<file path="src/rtl/pfe_pkg.sv">
package pfe_pkg;

    typedef enum logic [1:0] {
        PAT16 = 2'd0,
        PAT24 = 2'd1,
        PAT32 = 2'd2
    } pat_e;

    // 3-byte selection takes precedence over 4-byte selection
    function automatic pat_e pat_decode(input logic sel24, input logic sel32);
        if (sel24)      return PAT24;
        else if (sel32) return PAT32;
        else            return PAT16;
    endfunction

    function automatic logic [2:0] pat_period(input pat_e p);
        case (p)
            PAT24:   return 3'd3;
            PAT32:   return 3'd4;
            default: return 3'd2;
        endcase
    endfunction

    // phase of the byte at the aligned word base, given start[1:0]
    function automatic logic [1:0] first_phase(input logic [1:0] k, input logic [2:0] per);
        logic [2:0] r;
        r = {1'b0, k} % per;
        if (r == 3'd0) return 2'd0;
        else           return 2'(per - r);
    endfunction

endpackage

</file>
<file path="src/rtl/pfe_chan_regs.sv">
module pfe_chan_regs #(
    parameter int AW = 16
) (
    input  logic          clk,
    input  logic          rst_n,
    input  logic          wr_en,
    input  logic [1:0]    wr_sel,
    input  logic [31:0]   wr_data,
    input  logic          fill_done,
    output logic [AW-1:0] start_o,
    output logic [AW-1:0] stop_o,
    output logic [31:0]   value_o,
    output logic          sel24_o,
    output logic          sel32_o,
    output logic          pend_o,
    output logic          fin_o
);

    typedef struct packed {
        logic [AW-1:0] start;
        logic [AW-1:0] stop;
        logic [31:0]   value;
        logic          sel24;
        logic          sel32;
        logic          pend;
        logic          fin;
    } regs_t;

    regs_t regs_d, regs_q;

    always_comb begin
        regs_d = regs_q;
        if (fill_done) begin
            regs_d.pend = 1'b0;
            regs_d.fin  = 1'b1;
        end else if (wr_en && !regs_q.pend) begin
            case (wr_sel)
                2'd0: regs_d.start = wr_data[AW-1:0];
                2'd1: regs_d.stop  = wr_data[AW-1:0];
                2'd2: regs_d.value = wr_data;
                default: begin
                    regs_d.sel24 = wr_data[2];
                    regs_d.sel32 = wr_data[3];
                    if (wr_data[0]) begin
                        regs_d.pend = 1'b1;
                        regs_d.fin  = 1'b0;
                    end
                end
            endcase
        end
    end

    always_ff @(posedge clk or negedge rst_n) begin
        if (!rst_n) regs_q <= '0;
        else        regs_q <= regs_d;
    end

    assign start_o = regs_q.start;
    assign stop_o  = regs_q.stop;
    assign value_o = regs_q.value;
    assign sel24_o = regs_q.sel24;
    assign sel32_o = regs_q.sel32;
    assign pend_o  = regs_q.pend;
    assign fin_o   = regs_q.fin;

    // a busy channel keeps its configuration
    a_r10_busy_hold: assert property (@(posedge clk) disable iff (!rst_n)
        (regs_q.pend && !fill_done) |=>
            (regs_q.pend && $stable(regs_q.start) && $stable(regs_q.stop) && $stable(regs_q.value)));

    // completion clears go and sets done
    a_r7_done_flags: assert property (@(posedge clk) disable iff (!rst_n)
        fill_done |=> (regs_q.fin && !regs_q.pend));

    // go on an idle channel arms it and clears done
    a_r1_arm: assert property (@(posedge clk) disable iff (!rst_n)
        (wr_en && wr_sel == 2'd3 && wr_data[0] && !regs_q.pend) |=> (regs_q.pend && !regs_q.fin));

    // only a pending channel can complete
    a_r9_done_needs_pend: assert property (@(posedge clk) disable iff (!rst_n)
        fill_done |-> regs_q.pend);

endmodule

</file>
<file path="src/rtl/pfe_word_former.sv">
module pfe_word_former
    import pfe_pkg::*;
#(
    parameter int AW = 16
) (
    input  logic [AW-3:0] word_idx_i,
    input  logic [1:0]    ph0_i,
    input  logic [AW-1:0] start_i,
    input  logic [AW-1:0] stop_i,
    input  logic [31:0]   value_i,
    input  pat_e          pat_i,
    output logic [3:0]    be_o,
    output logic [31:0]   data_o,
    output logic [1:0]    ph0_nxt_o,
    output logic          last_o
);

    localparam int XW    = AW + 1;
    localparam int LANES = 4;

    logic [2:0]    per;
    logic [XW-1:0] guard;
    logic [XW-1:0] start_x;
    logic [XW-1:0] stop_x;
    logic [XW-1:0] nxt_base;

    assign per     = pat_period(pat_i);
    assign guard   = (pat_i == PAT32) ? XW'(3) : XW'(0);
    assign start_x = {1'b0, start_i};
    assign stop_x  = {1'b0, stop_i};

    for (genvar L = 0; L < LANES; L++) begin : g_lane
        logic [2:0]    ph_l;
        logic [XW-1:0] addr_l;
        logic [XW-1:0] elem_l;
        logic [31:0]   shv;
        assign ph_l   = (3'(ph0_i) + 3'(L)) % per;
        assign addr_l = {1'b0, word_idx_i, 2'(L)};
        assign elem_l = addr_l - XW'(ph_l);
        assign shv    = value_i >> {ph_l, 3'b000};
        assign be_o[L] = (addr_l >= start_x) && ((elem_l + guard) < stop_x);
        assign data_o[8*L +: 8] = shv[7:0];
    end

    assign ph0_nxt_o = 2'((3'(ph0_i) + 3'd4) % per);
    assign nxt_base  = {1'b0, word_idx_i, 2'b00} + XW'(4);
    assign last_o    = (nxt_base - XW'(ph0_nxt_o) + guard) >= stop_x;

endmodule

</file>
<file path="src/rtl/pattern_fill_engine.sv">
module pattern_fill_engine
    import pfe_pkg::*;
#(
    parameter int AW = 16
) (
    input  logic          clk,
    input  logic          rst_n,
    input  logic          reg_we,
    input  logic [2:0]    reg_addr,
    input  logic [31:0]   reg_wdata,
    output logic [31:0]   reg_rdata,
    output logic          mem_we,
    output logic [AW-3:0] mem_addr,
    output logic [31:0]   mem_wdata,
    output logic [3:0]    mem_be,
    output logic [1:0]    irq
);

    localparam int NCH = 2;
    localparam int WW  = AW - 2;
    localparam int XW  = AW + 1;

    logic [AW-1:0] c_start [NCH];
    logic [AW-1:0] c_stop  [NCH];
    logic [31:0]   c_value [NCH];
    logic          c_sel24 [NCH];
    logic          c_sel32 [NCH];
    logic [NCH-1:0] c_pend;
    logic [NCH-1:0] c_fin;
    logic [NCH-1:0] done;

    for (genvar g = 0; g < NCH; g++) begin : g_chan
        pfe_chan_regs #(.AW(AW)) u_regs (
            .clk       (clk),
            .rst_n     (rst_n),
            .wr_en     (reg_we && (reg_addr[2] == 1'(g))),
            .wr_sel    (reg_addr[1:0]),
            .wr_data   (reg_wdata),
            .fill_done (done[g]),
            .start_o   (c_start[g]),
            .stop_o    (c_stop[g]),
            .value_o   (c_value[g]),
            .sel24_o   (c_sel24[g]),
            .sel32_o   (c_sel32[g]),
            .pend_o    (c_pend[g]),
            .fin_o     (c_fin[g])
        );
    end

    typedef struct packed {
        logic           act;
        logic           ch;
        logic [WW-1:0]  widx;
        logic [1:0]     ph0;
        logic [NCH-1:0] irq;
    } seq_t;

    seq_t seq_d, seq_q;

    logic          sel;
    logic [AW-1:0] s_start, s_stop;
    logic [31:0]   s_value;
    pat_e          s_pat;
    logic          has_work;
    logic [3:0]    wf_be;
    logic [31:0]   wf_data;
    logic [1:0]    wf_ph0_nxt;
    logic          wf_last;

    assign sel     = seq_q.act ? seq_q.ch : !c_pend[0];
    assign s_start = c_start[sel];
    assign s_stop  = c_stop[sel];
    assign s_value = c_value[sel];
    assign s_pat   = pat_decode(c_sel24[sel], c_sel32[sel]);

    assign has_work = (s_pat == PAT32) ? ({1'b0, s_stop} >= ({1'b0, s_start} + XW'(4)))
                                       : (s_stop > s_start);

    pfe_word_former #(.AW(AW)) u_former (
        .word_idx_i (seq_q.widx),
        .ph0_i      (seq_q.ph0),
        .start_i    (s_start),
        .stop_i     (s_stop),
        .value_i    (s_value),
        .pat_i      (s_pat),
        .be_o       (wf_be),
        .data_o     (wf_data),
        .ph0_nxt_o  (wf_ph0_nxt),
        .last_o     (wf_last)
    );

    always_comb begin
        seq_d     = seq_q;
        seq_d.irq = '0;
        done      = '0;
        if (seq_q.act) begin
            seq_d.widx = seq_q.widx + WW'(1);
            seq_d.ph0  = wf_ph0_nxt;
            if (wf_last) begin
                done[seq_q.ch] = 1'b1;
                seq_d.act      = 1'b0;
            end
        end else if (|c_pend) begin
            if (has_work) begin
                seq_d.act  = 1'b1;
                seq_d.ch   = sel;
                seq_d.widx = s_start[AW-1:2];
                seq_d.ph0  = first_phase(s_start[1:0], pat_period(s_pat));
            end else begin
                done[sel] = 1'b1;
            end
        end
        if (|done) seq_d.irq[sel] = (s_start != '0);
    end

    always_ff @(posedge clk or negedge rst_n) begin
        if (!rst_n) seq_q <= '0;
        else        seq_q <= seq_d;
    end

    assign mem_we    = seq_q.act;
    assign mem_addr  = seq_q.widx;
    assign mem_be    = seq_q.act ? wf_be : 4'b0000;
    assign mem_wdata = wf_data;
    assign irq       = seq_q.irq;

    always_comb begin
        case (reg_addr[1:0])
            2'd0:    reg_rdata = 32'(c_start[reg_addr[2]]);
            2'd1:    reg_rdata = 32'(c_stop[reg_addr[2]]);
            2'd2:    reg_rdata = c_value[reg_addr[2]];
            default: reg_rdata = {28'd0, c_sel32[reg_addr[2]], c_sel24[reg_addr[2]],
                                  c_fin[reg_addr[2]], c_pend[reg_addr[2]]};
        endcase
    end

    // completions never coincide
    a_r9_single_done: assert property (@(posedge clk) disable iff (!rst_n)
        $onehot0(done));

    // with channel 0 pending and the engine idle, channel 1 cannot be launched
    a_r9_ch0_first: assert property (@(posedge clk) disable iff (!rst_n)
        (!seq_q.act && c_pend[0]) |=> (!seq_q.act || !seq_q.ch));

    // every write cycle touches at least one byte
    a_r11_be_nonzero: assert property (@(posedge clk) disable iff (!rst_n)
        mem_we |-> (mem_be != 4'b0000));

    // interrupt pulses follow a completion and find done already set
    a_r8_irq0_after_done: assert property (@(posedge clk) disable iff (!rst_n)
        irq[0] |-> ($past(done[0]) && c_fin[0]));
    a_r8_irq1_after_done: assert property (@(posedge clk) disable iff (!rst_n)
        irq[1] |-> ($past(done[1]) && c_fin[1]));

    // interrupts last a single cycle
    a_r8_irq_single: assert property (@(posedge clk) disable iff (!rst_n)
        $rose(irq[0]) |=> !irq[0]);

endmodule

</file>
<file path="config.mk">
export PLATFORM = sky130hd
export DESIGN_NAME = pattern_fill_engine
export DESIGN_NICKNAME = d
export VERILOG_FILES = /design/src/rtl/pfe_pkg.sv /design/src/rtl/pfe_chan_regs.sv /design/src/rtl/pfe_word_former.sv /design/src/rtl/pattern_fill_engine.sv
export SDC_FILE = /design/constraint.sdc
export NUM_CORES = 1
export LEC_CHECK = 0
export CORE_MARGIN = 10
export CORE_UTILIZATION = 55
export DETAILED_ROUTE_END_ITERATION = 8
export GPL_TIMING_DRIVEN = 1
export PLACE_DENSITY = 0.79
export SYNTH_ARGS = -nofsm -noshare
export SYNTH_HDL_FRONTEND = slang
export SYNTH_SLANG_ARGS = --single-unit
</file>
<file path="constraint.sdc">
create_clock -name clk -period 9.7 [get_ports clk]
set_clock_uncertainty 0.05 [all_clocks]
set_input_delay 1.455 -clock clk [delete_from_list [all_inputs] [get_ports clk]]
set_output_delay 1.455 -clock clk [all_outputs]
set_load 0.02 [all_outputs]
</file>
==> flow_summary.toml <==
[worst_setup_path]
worst_ep_required_time_ns = 8.20
r2r_start = "mem_we"
cp_top_family = "compound AO/OA/AOI/OAI gates"
cpPeakStageDelay_ns = 0.64
path_buf_inv = 8
slowest_stage = "dfrtp_1"
reg2reg_to = "g_chan[0].u_regs.stop_o[9]"
cp-startpoint = "seq_q[2]"
r2r_cells = 28
start_kind = "flop"
r2r_setup_slack_ns = 1.27
worstSetupPathType = "flop to output port"
crit_fanout = 12
arrival_ns = 7.82
endpoint_kind = "output port"

[final_layout]
final_core_util_pct = 63.1
multi_input_area_sq_um = 11700
nets = 2199
filler_cell_count = 2469
fin_cells = 2342
diodes = 0
seqCellArea_sq_um = 3900
final_cell_area_sq_um = 18600
areaGrowthSynthToFinish_pct = 13.6
drive_gt1_share_pct = 13.4

[route]
ant_nets = 0
viasPerCell = 6.36
drtIter0Drc = 1662
first_pass_iters = 5
vias = 14900
routed_wire_length_per_instance_microns = 22.3
wirelength_microns = 52100
drc_errors = 0

[placed_design]
routabilityCongestion = 0.976
io_buffers = 122
placed_cell_area_sq_um = 18000
dp.cells = 2309
dpl.hpwl_microns = 39400

[hold_path]
hold_depth = 1
min_to = "g_chan[0].u_regs.value_o[14]"
hp-start = "g_chan[0].u_regs.value_o[14]"
hp-class = "flop to flop"

[clocking]
clock-sinks = 156
numCtsBuffers = 17
path_clk_slew_ns = 0.08
cts_buffer_depth = 2
clock-root-buffer = "clkbuf_16"
worstSkewPairLatency_ns = 0.45
htreeDepth = 4
cts_tree = "built"

[logic_synthesis]
synth.cell_area_sq_um = 16400
synthFlopType = "dfrtp_1"
synth_nets = 2113
synth_cell_type_count = 72
yosys_warnings = 0
seq_area_frac_synth_pct = 23.8
syn_avg_cell_area_sq_um = 8.83
synth_edf_count = 0
syn_inst = 1853
ys_async_sr_fraction_pct = 100
ys_ff_latch = 156

[grt]
grt_max_degree = 80
antenna_found_initial = 0
grt_pass1_wl_microns = 82600
track_usage_pct = 28.1
grt_pass1_vias = 14900
grt-ovfl-total = 0

[timing]
max_slew.worst_pin.slew_ns = 1.14
period_share_pct = 96.2
setup_tns_ns = 0
report.final.hold_viol_count = 0
max_freq_ghz = 0.107
fin_crit_ns = 9.33
slew_headroom_pct = 22.1
setup_violations = 0
finalMaxSlewViolations = 0
rsz0062_at_grt = "no"

[floorplan]
coreArea_sq_um = 29500
die_h_microns = 193
dieArea_sq_um = 37100
die_w_microns = 193
io_pins = 123
rows = 63
start_util_pct = 55.5

[run_status]
status = "completed"

[job]
drv_cap = 0
## area by class of cell
class,instances,area share (%)
sequential,156,21.0
inverter,95,1.96
timing repair buffer,165,8.24
multi-input combinational,1504,62.9
tap,390,2.62
clock buffer,19,2.33
clock inverter,13,0.915
## through the flow
| stage | hold slack, ns | worst slack [ns] |
|---|---|---|
| detailed placement | 0.449 | 0.648 |
| floorplan | 0.404 | 0.0104 |
| global placement | 0.453 | 0.856 |
| CTS | 0.473 | 0.161 |
| finish | 0.474 | 0.370 |
| global route | 0.488 | 0.0309 |
## how the worst max path moves through the flow
stage,to,slack [ns],depth (start not counted)
6_report,mem_be[1],0.37,32
4_1_cts,mem_be[3],0.16,31
2_1_floorplan,mem_be[0],0.01,32
3_3_place_gp,mem_be[3],0.86,31
3_5_place_dp,mem_be[2],0.65,30
5_1_grt,mem_be[2],0.03,30
## state kept, by name (all words and copies together) (netlist names)
name                   flops
mem_addr                  14
g_chan.u_regs.fin_o        2
g_chan.u_regs.sel24_o      2
irq                        2
g_chan.u_regs.start_o     32
g_chan.u_regs.stop_o      32
g_chan.u_regs.value_o     64
g_chan.u_regs.pend_o       2
mem_we                     1
seq_q                      3
g_chan.u_regs.sel32_o      2
## what timing repair did
action | 4_1_cts | 5_1_grt
buffers inserted | 0 | 1
resized for setup | 0 | 6
hold buffers | 0 | 0
endpoints found under the setup margin | 0 | 3
## cell families (layout without fill, tap and decap cells)
kind of cell / after synthesis / after routing / synth area share, %
fa+ha+maj: 222 / 222 / 17.4
compound gates: 405 / 405 / 15.7
mux: 259 / 259 / 17.8
buf+inv: 193 / 292 / 4.98
simple gates: 517 / 517 / 14.8
flops: 156 / 156 / 23.8
xor+xnor: 101 / 101 / 5.40
## per-layer routing
layer  track usage (%)  vias up  share of wire, %
met5                 0        -                 0
met4              13.4        0               4.5
met3              4.30      144               7.4
met2              45.5      733                46
met1              36.2     7167                42
li1                  -     6853                 -
## Yosys cell counts, types with 9 or more instances
master | count | area (sq um)
clkbuf_1 | 53 | 199
a22oi_1 | 10 | 75.1
o21ai_0 | 74 | 370
xnor2_1 | 79 | 692
nand3_1 | 52 | 260
ha_1 | 212 | 2650
o21a_1 | 16 | 120
buf_2 | 12 | 60.1
dfrtp_1 | 156 | 3900
a21o_1 | 39 | 293
a211oi_1 | 39 | 293
nor2b_1 | 24 | 150
mux2_4 | 10 | 150
nor2_1 | 115 | 432
nor4_1 | 10 | 62.6
nand2_1 | 201 | 754
nor3_1 | 29 | 145
mux2i_1 | 100 | 1000
fa_1 | 10 | 200
xor2_1 | 22 | 193
nand4_1 | 19 | 119
mux2_2 | 137 | 1540
a31oi_1 | 9 | 56.3
buf_1 | 15 | 56.3
inv_1 | 86 | 323
buf_4 | 16 | 120
nand2b_1 | 20 | 125
a21oi_1 | 131 | 656
o211ai_1 | 20 | 150
## cell usage in the layout, fill, tap and decap left out, types with 5 or more instances in the layout
| cell type | instances |
|---|---|
| buf_4 | 44 |
| o211ai_1 | 20 |
| a21oi_1 | 131 |
| nand2_1 | 199 |
| o21bai_1 | 5 |
| mux4_2 | 8 |
| ha_1 | 212 |
| mux2_4 | 10 |
| nand4_1 | 19 |
| nand2b_1 | 20 |
| nor2b_1 | 24 |
| nor2_1 | 113 |
| and3_1 | 8 |
| inv_8 | 6 |
| a31oi_1 | 9 |
| fa_1 | 10 |
| o21a_1 | 16 |
| xnor2_1 | 79 |
| xor2_1 | 22 |
| o22ai_1 | 5 |
| and4_1 | 6 |
| or2_2 | 5 |
| clkdlybuf4s50_1 | 118 |
| a21o_1 | 39 |
| or3_1 | 8 |
| o21ai_0 | 73 |
| mux2_2 | 137 |
| nor3_1 | 28 |
| clkbuf_16 | 17 |
| inv_1 | 86 |
| a21boi_0 | 8 |
| nor4_1 | 10 |
| dfrtp_1 | 156 |
| a32o_1 | 8 |
| o31ai_1 | 6 |
| mux2i_1 | 97 |
| a22oi_1 | 10 |
| nand3_1 | 52 |
| a211oi_1 | 39 |
Power is left out: the tool's default activity adds up to more than one toggle a clock period on the data nets, which glitch-free logic cannot reach.
